## src/rtl/srs_pkg.sv

```systemverilog
package srs_pkg;
   localparam int unsigned REG_W = 8;

   typedef enum logic [1:0] {
      OFS_CTRL  = 2'd0,
      OFS_STAT  = 2'd1,
      OFS_DATA  = 2'd2,
      OFS_SPARE = 2'd3
   } reg_ofs_e;

   // status bit positions (software decodes these)
   localparam int unsigned SB_TXEMPTY = 7;
   localparam int unsigned SB_FULL    = 6;
   localparam int unsigned SB_OVR     = 5;
   localparam int unsigned SB_FRM     = 4;
   localparam int unsigned SB_PAR     = 3;
   localparam int unsigned SB_TXEND   = 2;
   localparam int unsigned SB_MPIN    = 1;
   localparam int unsigned SB_MPOUT   = 0;

   // control bit positions
   localparam int unsigned CB_RXEN = 0;
   localparam int unsigned CB_RIE  = 1;
endpackage

```

## src/rtl/srs_holdoff.sv

```systemverilog
module srs_holdoff #(
   parameter int unsigned HOLD_CYCLES = 12
) (
   input  logic clk,
   input  logic rst_n,
   input  logic take,
   output logic ready
);
   localparam int unsigned CNT_W = (HOLD_CYCLES > 1) ? $clog2(HOLD_CYCLES) : 1;

   generate
      if (HOLD_CYCLES <= 1) begin : g_free
         assign ready = 1'b1;
      end else begin : g_count
         localparam logic [CNT_W-1:0] RELOAD = CNT_W'(HOLD_CYCLES - 1);
         logic [CNT_W-1:0] left_q;

         always_ff @(posedge clk) begin
            if (!rst_n)            left_q <= '0;
            else if (take)         left_q <= RELOAD;
            else if (left_q != '0) left_q <= left_q - 1'b1;
         end

         assign ready = (left_q == '0);

         AST_HOLD_BLOCKS: assert property (@(posedge clk) disable iff (!rst_n)
            take |=> !ready);
      end
   endgenerate
endmodule

```

## src/rtl/srs_ctrl.sv

```systemverilog
module srs_ctrl
   import srs_pkg::*;
(
   input  logic             clk,
   input  logic             rst_n,
   input  logic             wr,
   input  logic [REG_W-1:0] wdata,
   output logic [REG_W-1:0] value,
   output logic             rx_en,
   output logic             rie
);
   logic [REG_W-1:0] ctrl_q;

   always_ff @(posedge clk) begin
      if (!rst_n)  ctrl_q <= '0;
      else if (wr) ctrl_q <= wdata;
   end

   assign value = ctrl_q;
   assign rx_en = ctrl_q[CB_RXEN];
   assign rie   = ctrl_q[CB_RIE];
endmodule

```

## src/rtl/srs_flags.sv

```systemverilog
module srs_flags
   import srs_pkg::*;
#(
   parameter int unsigned CHAR_W = 8
) (
   input  logic              clk,
   input  logic              rst_n,
   input  logic              rie,
   input  logic              accept,
   input  logic [CHAR_W-1:0] char_data,
   input  logic              break_evt,
   input  logic              stat_rd,
   input  logic              stat_wr,
   input  logic              data_rd,
   input  logic              ctrl_quiet,
   input  logic              wr_mpout,
   input  logic [2:0]        wr_err,
   output logic [REG_W-1:0]  status,
   output logic [REG_W-1:0]  held,
   output logic              rx_irq,
   output logic              err_irq
);
   logic              full_q, ovr_q, frm_q, par_q, mpout_q, snap_err_q;
   logic [CHAR_W-1:0] data_q;
   logic              rx_irq_q, err_irq_q;

   logic store, overrun, err_set, err_clr;
   assign store   = accept & ~full_q;
   assign overrun = accept &  full_q;
   assign err_set = (overrun | break_evt) & rie;
   assign err_clr = ctrl_quiet | (stat_wr & snap_err_q & ~(|wr_err));

   always_ff @(posedge clk) begin
      if (!rst_n) begin
         full_q     <= 1'b0;
         ovr_q      <= 1'b0;
         frm_q      <= 1'b0;
         par_q      <= 1'b0;
         mpout_q    <= 1'b0;
         snap_err_q <= 1'b0;
         data_q     <= '0;
         rx_irq_q   <= 1'b0;
         err_irq_q  <= 1'b0;
      end else begin
         if (store)        full_q <= 1'b1;
         else if (data_rd) full_q <= 1'b0;

         if (store) data_q <= char_data;

         if (stat_wr) begin
            mpout_q <= wr_mpout;
            ovr_q   <= wr_err[2] | overrun;
            frm_q   <= wr_err[1] | break_evt;
            par_q   <= wr_err[0];
         end else begin
            ovr_q <= ovr_q | overrun;
            frm_q <= frm_q | break_evt;
         end

         if (stat_rd) snap_err_q <= ovr_q | frm_q | par_q;

         rx_irq_q <= store & rie;

         if (err_set)      err_irq_q <= 1'b1;
         else if (err_clr) err_irq_q <= 1'b0;
      end
   end

   always_comb begin
      status             = '0;
      status[SB_TXEMPTY] = 1'b1;
      status[SB_FULL]    = full_q;
      status[SB_OVR]     = ovr_q;
      status[SB_FRM]     = frm_q;
      status[SB_PAR]     = par_q;
      status[SB_TXEND]   = 1'b1;
      status[SB_MPIN]    = 1'b0;
      status[SB_MPOUT]   = mpout_q;
   end

   generate
      if (CHAR_W == REG_W) begin : g_exact
         assign held = data_q;
      end else begin : g_pad
         assign held = {{(REG_W-CHAR_W){1'b0}}, data_q};
      end
   endgenerate

   assign rx_irq  = rx_irq_q;
   assign err_irq = err_irq_q;

   AST_RX_SINGLE: assert property (@(posedge clk) disable iff (!rst_n)
      rx_irq_q |=> !rx_irq_q);
   AST_RX_MEANS_FULL: assert property (@(posedge clk) disable iff (!rst_n)
      rx_irq_q |-> full_q);
   AST_OVR_KEEPS_DATA: assert property (@(posedge clk) disable iff (!rst_n)
      overrun |=> $stable(data_q));
   AST_OVR_FLAGGED: assert property (@(posedge clk) disable iff (!rst_n)
      overrun |=> ovr_q);
   AST_DATA_READ_EMPTIES: assert property (@(posedge clk) disable iff (!rst_n)
      (data_rd && !store) |=> !full_q);
   AST_BREAK_FLAGGED: assert property (@(posedge clk) disable iff (!rst_n)
      break_evt |=> frm_q);
   AST_ERR_NEEDS_RIE: assert property (@(posedge clk) disable iff (!rst_n)
      $rose(err_irq_q) |-> $past(rie));
endmodule

```

## src/rtl/serial_rx_status.sv

```systemverilog
module serial_rx_status
   import srs_pkg::*;
#(
   parameter int unsigned CHAR_W      = 8,
   parameter int unsigned HOLD_CYCLES = 12
) (
   input  logic              clk,
   input  logic              rst_n,
   input  logic [1:0]        reg_addr,
   input  logic              reg_wr,
   input  logic              reg_rd,
   input  logic [7:0]        reg_wdata,
   output logic [7:0]        reg_rdata,
   input  logic              char_valid,
   input  logic [CHAR_W-1:0] char_data,
   input  logic              break_evt,
   output logic              rx_irq,
   output logic              err_irq
);
   generate
      if (CHAR_W < 1 || CHAR_W > REG_W) begin : g_bad_char_w
         $error("serial_rx_status: CHAR_W must lie in 1..8");
      end
   endgenerate

   logic wr_ctrl, wr_stat, rd_stat, rd_data;
   assign wr_ctrl = reg_wr && (reg_addr == OFS_CTRL);
   assign wr_stat = reg_wr && (reg_addr == OFS_STAT);
   assign rd_stat = reg_rd && (reg_addr == OFS_STAT);
   assign rd_data = reg_rd && (reg_addr == OFS_DATA);

   logic [REG_W-1:0] ctrl_val, stat_val, data_val;
   logic             rx_en, rie, ready, accept;

   srs_ctrl u_ctrl (
      .clk   (clk),
      .rst_n (rst_n),
      .wr    (wr_ctrl),
      .wdata (reg_wdata),
      .value (ctrl_val),
      .rx_en (rx_en),
      .rie   (rie)
   );

   assign accept = char_valid & rx_en & ready;

   srs_holdoff #(.HOLD_CYCLES(HOLD_CYCLES)) u_hold (
      .clk   (clk),
      .rst_n (rst_n),
      .take  (accept),
      .ready (ready)
   );

   srs_flags #(.CHAR_W(CHAR_W)) u_flags (
      .clk        (clk),
      .rst_n      (rst_n),
      .rie        (rie),
      .accept     (accept),
      .char_data  (char_data),
      .break_evt  (break_evt),
      .stat_rd    (rd_stat),
      .stat_wr    (wr_stat),
      .data_rd    (rd_data),
      .ctrl_quiet (wr_ctrl & ~reg_wdata[CB_RIE]),
      .wr_mpout   (reg_wdata[SB_MPOUT]),
      .wr_err     ({reg_wdata[SB_OVR], reg_wdata[SB_FRM], reg_wdata[SB_PAR]}),
      .status     (stat_val),
      .held       (data_val),
      .rx_irq     (rx_irq),
      .err_irq    (err_irq)
   );

   always_comb begin
      unique case (reg_addr)
         OFS_CTRL: reg_rdata = ctrl_val;
         OFS_STAT: reg_rdata = stat_val;
         OFS_DATA: reg_rdata = data_val;
         default:  reg_rdata = '0;
      endcase
   end

   AST_NO_RX_WHEN_OFF: assert property (@(posedge clk) disable iff (!rst_n)
      (char_valid && !rx_en) |=> !rx_irq);
   AST_CTRL_QUIETS_ERR: assert property (@(posedge clk) disable iff (!rst_n)
      (wr_ctrl && !reg_wdata[CB_RIE] && !break_evt && !char_valid) |=> !err_irq);
   AST_DATA_WRITE_INERT: assert property (@(posedge clk) disable iff (!rst_n)
      (reg_wr && reg_addr == OFS_DATA && !char_valid) |=> $stable(data_val));
endmodule

```

## config.mk

```make
export PLATFORM = sky130hd
export DESIGN_NAME = serial_rx_status
export DESIGN_NICKNAME = d
export VERILOG_FILES = /design/src/rtl/srs_pkg.sv /design/src/rtl/srs_holdoff.sv /design/src/rtl/srs_ctrl.sv /design/src/rtl/srs_flags.sv /design/src/rtl/serial_rx_status.sv
export SDC_FILE = /design/constraint.sdc
export NUM_CORES = 1
export LEC_CHECK = 0
export BUFFER_PORTS_ARGS = -buffer_cell sky130_fd_sc_hd__buf_4
export CELL_PAD_IN_SITES_DETAIL_PLACEMENT = 0
export CELL_PAD_IN_SITES_GLOBAL_PLACEMENT = 1
export CORE_ASPECT_RATIO = 1.4
export CORE_UTILIZATION = 38
export CTS_CLUSTER_DIAMETER = 60
export DETAILED_ROUTE_END_ITERATION = 10
export PLACE_DENSITY = 0.84
export SLEW_MARGIN = 0
export SYNTH_ARGS = -nofsm -noshare
export SYNTH_HDL_FRONTEND = slang
export SYNTH_SLANG_ARGS = --single-unit
export TNS_END_PERCENT = 50
```

## constraint.sdc

```tcl
create_clock -name clk -period 2.35 [get_ports clk]
set_input_delay 0.235 -clock clk [delete_from_list [all_inputs] [get_ports clk]]
set_output_delay 0.235 -clock clk [all_outputs]
set_load 0.01 [all_outputs]
```

After elaboration in Yosys (flattened, before gate mapping)
Cells that the tools add are included.
{"block": "classes", "n_addsub": 1, "n_eq_ne": 2, "n_mux": 9, "n_bitwise": 21, "reduce_logical": 12}
{"cell": "one-hot mux 8 bit (3 select lines)", "count": 1}
{"cell": "AND 1 bit", "count": 9}
{"cell": "2-to-1 mux 4 bit", "count": 2}
{"cell": "bitwise OR 1 bit", "count": 8}
{"cell": "2-to-1 mux 1 bit", "count": 6}
{"cell": "nonzero test 2 bit", "count": 3}
{"cell": "logical AND 1 bit", "count": 4}
{"cell": "zero test 4 bit", "count": 1}
{"cell": "NOT 1 bit", "count": 4}
{"cell": "nonzero test 4 bit", "count": 1}
{"cell": "subtractor 4 x 1 -> 4 bit (second input constant)", "count": 1}
{"cell": "OR reduction 3 bit", "count": 1}
{"cell": "== test 2 x 1 -> 1 bit (second input constant)", "count": 1}
{"cell": "== test 2 bit (second input constant)", "count": 1}
{"cell": "zero test 2 bit", "count": 1}
{"cell": "OR reduction 2 bit", "count": 1}
{"block": "totals", "reg_bits": 28, "in_bits": 24, "output_inout_bits": 10, "word_cells": 57}

Depth between registers and ports, before layout
Gate-level depths: netlist of run 1.
{"block": "depth", "depth_word": 7, "mapped_depth": 7, "mapped_depth_nobuf": 5}

Cells and area by module
Synthesis of run 1 repeated with hierarchy kept, for this count alone.
{"block": "hier_totals", "cells_unflattened": 149, "hier_area_um2": 1410.1}
{"mod": "srs_flags", "instances": 1, "cells_per_inst": 77, "area_each_um2": 698.2, "seq_area_each_um2": 320.3}
{"mod": "srs_ctrl", "instances": 1, "cells_per_inst": 27, "area_each_um2": 316.6, "seq_area_each_um2": 160.2}
{"mod": "serial_rx_status", "instances": 1, "cells_per_inst": 27, "area_each_um2": 220.2, "seq_area_each_um2": 0.0}
{"mod": "srs_holdoff", "instances": 1, "cells_per_inst": 18, "area_each_um2": 175.2, "seq_area_each_um2": 80.1}

Worst setup path after synthesis of run 1
OpenSTA, ideal clock, no wires.
{"block": "synth_path", "kind": "register -> register", "from": "register u_hold.g_count.left_q[0]", "to": "register u_flags.data_q[0] (netlist: u_flags.held[0])", "setup_time_ns": 0.072, "t_arrival_ns": 1.537, "required_ns": 2.278, "path_slack_ns": 0.742, "stages_incl_launch_ff": 8, "n_path_buf": 2, "period_less_slack_ns": 1.608, "cell_sequence": "dfxtp_1 inv_1 ha_1 or3b_1 buf_6 nor3_4 buf_6 mux2i_1"}
{"block": "synth_via", "elab_chain_len": 3}
{"item": "start: declaration", "line": "srs_holdoff.sv:16", "text": "logic [CNT_W-1:0] left_q;"}
{"item": "start signal: assignment", "line": "srs_holdoff.sv:21", "text": "else if (left_q != '0) left_q <= left_q - 1'b1;"}
{"item": "zero test 4 bit", "line": "srs_holdoff.sv:24", "text": "assign ready = (left_q == '0);"}
{"item": "AND 1 bit", "line": "serial_rx_status.sv:45", "text": "assign accept = char_valid & rx_en & ready;"}
{"item": "AND 1 bit", "line": "srs_flags.sv:28", "text": "assign store = accept & ~full_q;"}
{"item": "end signal: assignment", "line": "srs_flags.sv:48", "text": "if (store) data_q <= char_data;"}
{"item": "end: declaration", "line": "srs_flags.sv:24", "text": "logic [CHAR_W-1:0] data_q;"}
No other way between the ends.
A chain may end at the register's enable or synchronous reset.

Final worst setup path of run 1
{"block": "layout_path", "from": "register u_hold.g_count.left_q[0]", "to": "register u_flags.data_q[5] (netlist: u_flags.held[5])"}
The elaborated chain is that of the path after synthesis.

==> results of run 1 <==
## through the flow
stage               total power, uW  util (%)  instances  cell area (um^2)
floorplan                       804         -        148              1320
global placement                845      47.3        214              1580
detailed placement              866      47.3        214              1580
CTS                            1240      49.4        218              1650
global route                   1300      49.4        218              1650
finish                         1240      49.4        218              1650
## worst min-delay path, stage by stage
cell and delay, ns:
sky130_fd_sc_hd__buf_4 0.08, sky130_fd_sc_hd__mux2i_1 0.05, sky130_fd_sc_hd__nor2_1 0.07
## cell type report
class                      count  area [um^2]
multi-input combinational    108          697
tap                           40         50.0
fill                         310         1690
clock buffer                   3         41.3
timing repair buffer          35          263
clock inverter                 1         30.0
sequential                    28          561
inverter                       3         11.3
## cell usage in the layout, fill, tap and decap left out, drive strengths merged
master	instances
o21a	1
and3b	1
mux2i	25
a21oi	1
a211o	1
nand2	26
o21bai	1
nor2	16
inv	3
o311ai	1
a31oi	1
nor2b	2
o32ai	1
ha	2
a211oi	4
and2	1
o21ai	8
nor3	6
nor3b	2
nand3	1
buf	35
dfxtp	28
a21boi	1
nand3b	1
bufinv	1
xnor2	1
nor4	2
or3b	1
clkbuf	3
nand2b	1
## kinds of logic (layout without fill, tap and decap cells)
logic type / after synthesis / after routing / synth area share (%)
flip-flops: 28 / 28 / 42.4
XOR/XNOR: 1 / 1 / 0.663
multiplexers: 25 / 25 / 18.9
buffers and inverters: 12 / 42 / 4.83
AND/OR/NAND/NOR: 60 / 60 / 21.3
adder cells (fa/ha/maj): 2 / 2 / 1.89
AO/OA/AOI/OAI: 20 / 20 / 9.94
## power by group
| group | internal, uW | total [uW] | switching (uW) |
|---|---|---|---|
| combinational | 139 | 293 | 155 |
| clock | 228 | 377 | 149 |
| sequential | 520 | 567 | 46.6 |
| total | 887 | 1240 | 351 |
## final timing paths
path | endpoint | from | cells after the start | slack (ns)
worst min-delay path | u_flags.mpout_q | reg_wdata[0] | 3 | 0.20
worst min register to register | u_flags.held[1] | u_flags.held[1] | 2 | 0.47
worst max register to register | u_flags.held[5] | u_hold.g_count.left_q[0] | 5 | 0.36
worst max-delay path | u_flags.held[5] | u_hold.g_count.left_q[0] | 5 | 0.36
## per-layer routing
| layer | track usage, % | wire (um) | share of wire (%) |
|---|---|---|---|
| met5 | 0 | 0 | 0 |
| met4 | 6.31 | 14 | 0.47 |
| met3 | 2.34 | 107 | 3.6 |
| met2 | 30.6 | 1500 | 50 |
| met1 | 21.2 | 1350 | 46 |
==> results by stage, run 1 <==
Pwr:
- The maximum ir drop on the vdd rail is 0.420 mV.
- For this design the static power due to leakage is 0.000678 uW.
- The total power divided by cell area is 749 mW/mm^2.

CTS:
- The number of setup buffers added after CTS is 0.
- No sink is reached through more buffers than the 2 on the longest clock path.
- Buffers inserted to repair hold after CTS numbered 0.
- After clock tree synthesis, the clock-pin slew on the worst setup and hold paths is 0.10 ns.
- The total CTS buffers is 3.
- The count of H-tree levels built during CTS is 1.
- Gates resized during post-CTS repair numbered 0.
- The TritonCTS clock tree is built.
- The master cell of the clock root buffer is sky130_fd_sc_hd__clkbuf_8.
- Counting every sink on the clock net gives 28.
- The later-pin clock latency in the skew report is 0.27 ns.

Yosys:
- Summing every instance area after synthesis gives 0.00132 mm^2.
- By area the synthesized netlist is led by sky130_fd_sc_hd__dfxtp_1, sky130_fd_sc_hd__mux2i_1, sky130_fd_sc_hd__nand2_1.
- The cell accounting for the most synthesized area is sky130_fd_sc_hd__dfxtp_1.
- Sequential elements use 42.4% of the synthesized area.
- The synthesized design contains 0 enable-type register cells.
- In the synthesized netlist, the cells that appear most often are sky130_fd_sc_hd__dfxtp_1, sky130_fd_sc_hd__nand2_1, sky130_fd_sc_hd__mux2i_1.
- After synthesis, the share of flip-flops with an asynchronous set or reset is 0%.
- The most common cell in the synthesized netlist is sky130_fd_sc_hd__dfxtp_1.
- The synthesized design devotes to its leading area cell type 42.4% of total area.
- The post-synthesis cell type count is 33.
- When the netlist entered floorplanning its net count stood at 174.
- Synthesis produced a netlist whose cell count is 148.
- The prevailing post-synth register cell is sky130_fd_sc_hd__dfxtp_1.
- The count of state elements after synthesis is 28.
- In this run the mean area of a mapped cell was 8.93 um^2.
- During synthesis, Yosys emitted a total of 0 warnings.

STA:
- Hold is met by 0.202 ns.
- The summed negative setup slack over all endpoints is 0 ns.
- The max-slew headroom at the worst pin is 63.5%.
- The slew at the pin closest to its max-slew limit is 0.546 ns.
- The clock skew is 0.00155 ns.
- Once routing completed, OpenROAD measured the worst setup slack at 0.356 ns.
- After layout, the worst path uses 84.8% of the clock period.
- The worst path in the final design needs a cycle of 1.99 ns, including I/O delays and setup.
- The max-slew violation count is 0.
- The total count of hold-check failures in the final report is 0.
- Setup repair after global routing left no endpoint under its margin.
- The fmax is 502 MHz.
- The setup-violating endpoint count in the final report is 0.

Placed design:
- The worst-case setup slack after placement is 0.379 ns.
- The final weighted congestion of routability-driven global placement is 0.739.
- The half-perimeter wire length after placement is 2.32 mm.
- Input and output buffers added on the ports amount to 33.

Drt:
- After detailed routing, the average wire length per cell comes to 13.6 um.
- The first TritonRoute pass finished after 4 iterations.
- In the routed layout, each cell is associated on average with a via count of 5.11.
- The number of nets with antenna violations after routing is 0.
- In this run, the number of DRC markers left after iteration 0 of detailed routing was 31.
- For this run, design rule violations remaining after detail routing come to 0.
- The total via count in the routed design is 1,113.
- For this block, the routed nets add up to 2.97 mm of wire.

Die:
- The die is 71.8 um tall.
- The floorplan has 25 rows.
- The area of the core is 0.00335 mm^2.
- For this configuration, the core starts out at a cell density of 39.5%.
- During I/O placement, the number of pins put on the boundary was 34.
- The die is 51.8 um wide.
- The floorplan step defined a die boundary enclosing 0.00372 mm^2.

Layout:
- The area growth from synthesis to layout is 25.1%.
- The ratio of cells with drive above 1 in the final layout is 23.6%.
- The net count of the finished layout is 205.
- 0 antenna diodes ended up in the layout.

Global routing:
- For this run, the total global-route usage over all layers was measured as 17.5%.
- Entering global routing, the biggest net connects 22 pins.
- The initial antenna violation count is 0.
- The first global-routing pass estimated 4.98 mm of wire.
- For this run the aggregate overflow at the end of global routing stands at 0.
- The number of global-route vias before repair came to 1,165.

Critical path:
- The maximum fanout encountered on the critical timing path is 9.
- In this design, the stage delay of the slowest critical-path cell is 0.52 ns.
- The critical path in this run is classified as flip-flop to flip-flop.
- The kind of end point of the critical path is a flip-flop.
- The sort of element at the start of the critical path is a flip-flop.
- The endpoint arrival time on the critical path is 2.20 ns.
- Counting both buffers and inverters, the worst setup path holds a total of 1.
- The cell family with the largest share of critical-path delay is simple AND/OR/NAND/NOR gates.
- Walking the worst path, the cells encountered are inv_1 > ha_1 > or3b_1 > nor3_4 > mux2i_1.
- For this design, the slowest cell found on the critical path is sky130_fd_sc_hd__nor3_4.
- The data required time of the critical path is 2.55 ns.

Run:
- The number of max-cap violations is 0.

Run status:
- The run finished with clean final reports.

Min path:
- The worst hold-check path type is input pin to flip-flop.
No activity file was read; power rests on OpenSTA's default activity.
==> run 2, diff against run 1 <==
--- a/config.mk
+++ b/config.mk
@@ -9,10 +9,10 @@
 export CELL_PAD_IN_SITES_DETAIL_PLACEMENT = 0
 export CELL_PAD_IN_SITES_GLOBAL_PLACEMENT = 1
 export CORE_ASPECT_RATIO = 1.4
-export CORE_UTILIZATION = 38
+export CORE_UTILIZATION = 34
 export CTS_CLUSTER_DIAMETER = 60
 export DETAILED_ROUTE_END_ITERATION = 10
-export PLACE_DENSITY = 0.84
+export PLACE_DENSITY = 0.8
 export SLEW_MARGIN = 0
 export SYNTH_ARGS = -nofsm -noshare
 export SYNTH_HDL_FRONTEND = slang
==> constraint.sdc (replaced) <==
create_clock -name clk -period 1.75 [get_ports clk]
set_input_delay 0.175 -clock clk [delete_from_list [all_inputs] [get_ports clk]]
set_output_delay 0.175 -clock clk [all_outputs]
set_load 0.01 [all_outputs]
==> results by stage, run 2 (synthesis gave the netlist of run 1 again) <==
Pwr:
- Of the total power, the share spent switching nets is 27.9%.
- The maximum ir drop on the vdd rail is 0.565 mV.
- The internal power summed over all cells is 1250 uW.
- For this design the static power due to leakage is 0.000696 uW.
- The register share of total power is 43.8%.
- The net switching power of the design is 485 uW.
- The share of total power in combinational logic is 27.1%.
- The post-layout total power is 1740 uW.
- For this design the ratio of total power to cell area is 1020 mW/mm^2.
- The fraction of power consumed by the clock network is 29.1%.

STA:
- The fmax is 593 MHz.
- Counting I/O delays and the setup requirement, the final critical path takes 1.69 ns.
- After routing, the total negative slack on setup checks comes to 0 ns.
- The final worst-path cycle share is 96.3%.
- Setup slack on the critical path of the routed design comes to 0.0646 ns.
- The max-slew violation count was 0.
- Measured against its own limit, the worst slew margin works out to 71.6%.
- The total count of hold-check failures in the final report is 0.
- The clock skew is 0.0103 ns.
- Setup repair after global routing left no endpoint under its margin.
- Setup violations remaining at the end of the flow were counted as 0.
- For the pin with the worst max-slew slack, the measured transition is 0.426 ns.

Drt:
- The first detailed-routing pass ran for 4 iterations.
- The topmost layer with routed signal wires is met4.
- The wire length on met3 is 142 um.
- The total length of routed wires is 3.12 mm.
- For this block, the initial DRC count from the detailed router was 18.
- The number of nets with antenna violations after routing is 0.
- Dividing the detail-routed wire length by the instance count gives 14.0 um.
- In the routed design, unresolved DRC markers number 0.
- After detailed routing, the number of vias per cell comes to 5.08.
- The total via count in the routed design is 1,133.
- After detailed routing, the wire length on met1 is 1.36 mm.
- In the detailed route, the total length drawn on met2 is 1.57 mm.

Placed design:
- Timing analysis after detailed placement gives a worst setup slack of 0.0557 ns.
- Port buffering added 33 buffers.
- In this run the cell area measured after placement is 0.00162 mm^2.
- The half-perimeter wire length after placement is 2.37 mm.
- At the end of routability-driven placement, the weighted congestion stood at 0.744.

Layout:
- The most common cell after layout, fill and taps aside is sky130_fd_sc_hd__buf_4.
- The total number of nets in the final design is 208.
- Relative to the synthesized area, the layout overhead comes to 29.2%.
- The top cell types in the final layout, fill and taps aside, are sky130_fd_sc_hd__buf_4, sky130_fd_sc_hd__dfxtp_1, sky130_fd_sc_hd__nand2_1.
- The antenna diode instance count is 0.
- The post-route cell area is 0.00171 mm^2.
- Measured on the finished design, the core utilization comes to 46.4%.
- The ratio of cells with drive above 1 in the final layout is 26.5%.

Critical path:
- The critical path contains buffers and inverters numbering 2 combined.
- The maximum single-stage delay on the critical path is 0.39 ns.
- The worst setup path is captured at a flip-flop.
- Walking the worst path, the cells encountered are inv_1 > ha_4 > or3b_4 > nor3_4 > buf_12 > mux2i_1.
- For the worst setup path, the data required time is 1.96 ns.
- At the worst endpoint, the arrival time is 1.89 ns.
- The worst setup path is launched from a flip-flop.
- The library cell contributing the largest single delay on the critical path is sky130_fd_sc_hd__or3b_4.
- The cell family with the largest share of critical-path delay is simple AND/OR/NAND/NOR gates.
- The setup path with the least slack is of type flip-flop to flip-flop.
- The maximum fanout encountered on the critical timing path is 9.

Die:
- In this run the standard cell core region covers 0.00368 mm^2.
- Once the floorplan was initialized, standard cells occupied 35.9% of the core.
- In this run the count of I/O pins placed on the die edge is 34.
- The die height is 75.8 um.
- The number of placement rows is 26.
- The floorplan step defined a die boundary enclosing 0.00414 mm^2.
- The width of the die is 54.7 um.

CTS:
- The master cell of the clock root buffer is sky130_fd_sc_hd__clkbuf_8.
- The later-pin clock latency in the skew report is 0.28 ns.
- The CTS clock-pin slew for the worst setup and hold paths is 0.10 ns.
- In this run, CTS created clock tree buffers numbering 3.
- The TritonCTS clock tree is built.
- The clock sink count is 28.
- CTS built an H-tree with a depth of 1.
- The number of hold buffers added after CTS was 0.
- The buffer depth of the longest clock path is 2.

Global routing:
- The remaining global-route overflow is 0.
- The initial antenna violation count is 0.
- Entering global routing, the biggest net connects 22 pins.
- The number of global-route vias before repair is 1,068.
- The first global-routing pass estimated 4.88 mm of wire.
- The global-route usage over all layers is 16.3%.

Run:
- The tool flagged a number of max-cap violations equal to 0.

Run status:
- The run finished with clean final reports.

Min path:
- The path class of the tightest hold or removal check is input pin to flip-flop.
run 2: cell count changes in the layout (fill, tap and decap cells not counted), sizes merged:
| cell | before | now |
|---|---|---|
| buf | 35 | 38 |
run 2: layer usage:
layer / up-vias / track usage (%)
met3: 6 / 2.00
met4: 0 / 8.26
li1: 575 / -
met2: 29 / 27.4
met1: 523 / 19.8
met5: - / 0
run 2: stage by stage:
stage | std cells | hold WS [ns]
CTS | 223 | 0.144
floorplan | 148 | 0.317
global placement | 219 | 0.412
finish | 223 | 0.143
detailed placement | 219 | 0.427
global route | 223 | 0.147
run 2: tightest hold or removal path, delay by kind of cell:
| family | cells | cell delay, ns |
|---|---|---|
| mux | 1 | 0.05 |
| buf+inv | 1 | 0.08 |
| simple gates | 1 | 0.07 |
run 2: worst paths after layout:
check | from | endpoint | slack [ns] | depth (start not counted)
worst max-delay path | u_hold.g_count.left_q[0] | u_flags.held[1] | 0.06 | 6
worst min register to register | u_flags.held[0] | u_flags.held[0] | 0.47 | 2
worst min-delay path | reg_wdata[2] | u_ctrl.value[2] | 0.14 | 3
worst max register to register | u_hold.g_count.left_q[0] | u_flags.held[1] | 0.06 | 6
run 2: layout make-up:
class                      count  area (um^2)
tap                           42         52.6
fill                         366         1970
timing repair buffer          38          298
sequential                    28          562
inverter                       3         11.3
clock buffer                   3         41.3
multi-input combinational    108          712
clock inverter                 1         30.0
run 2: what timing repair did:
| item | CTS | global route |
|---|---|---|
| gates resized for setup | 0 | 4 |
| endpoints found under the setup margin | 0 | 9 |
| buffers inserted | 0 | 0 |
run 2: power by group through the flow:
stage | registers, uW | clock network [uW] | logic, uW
6_report | 760 | 505 | 470
5_1_grt | 773 | 534 | 527
4_1_cts | 755 | 513 | 429
3_5_place_dp | 770 | 0 | 425
3_3_place_gp | 764 | 0 | 399
2_1_floorplan | 756 | 0 | 324
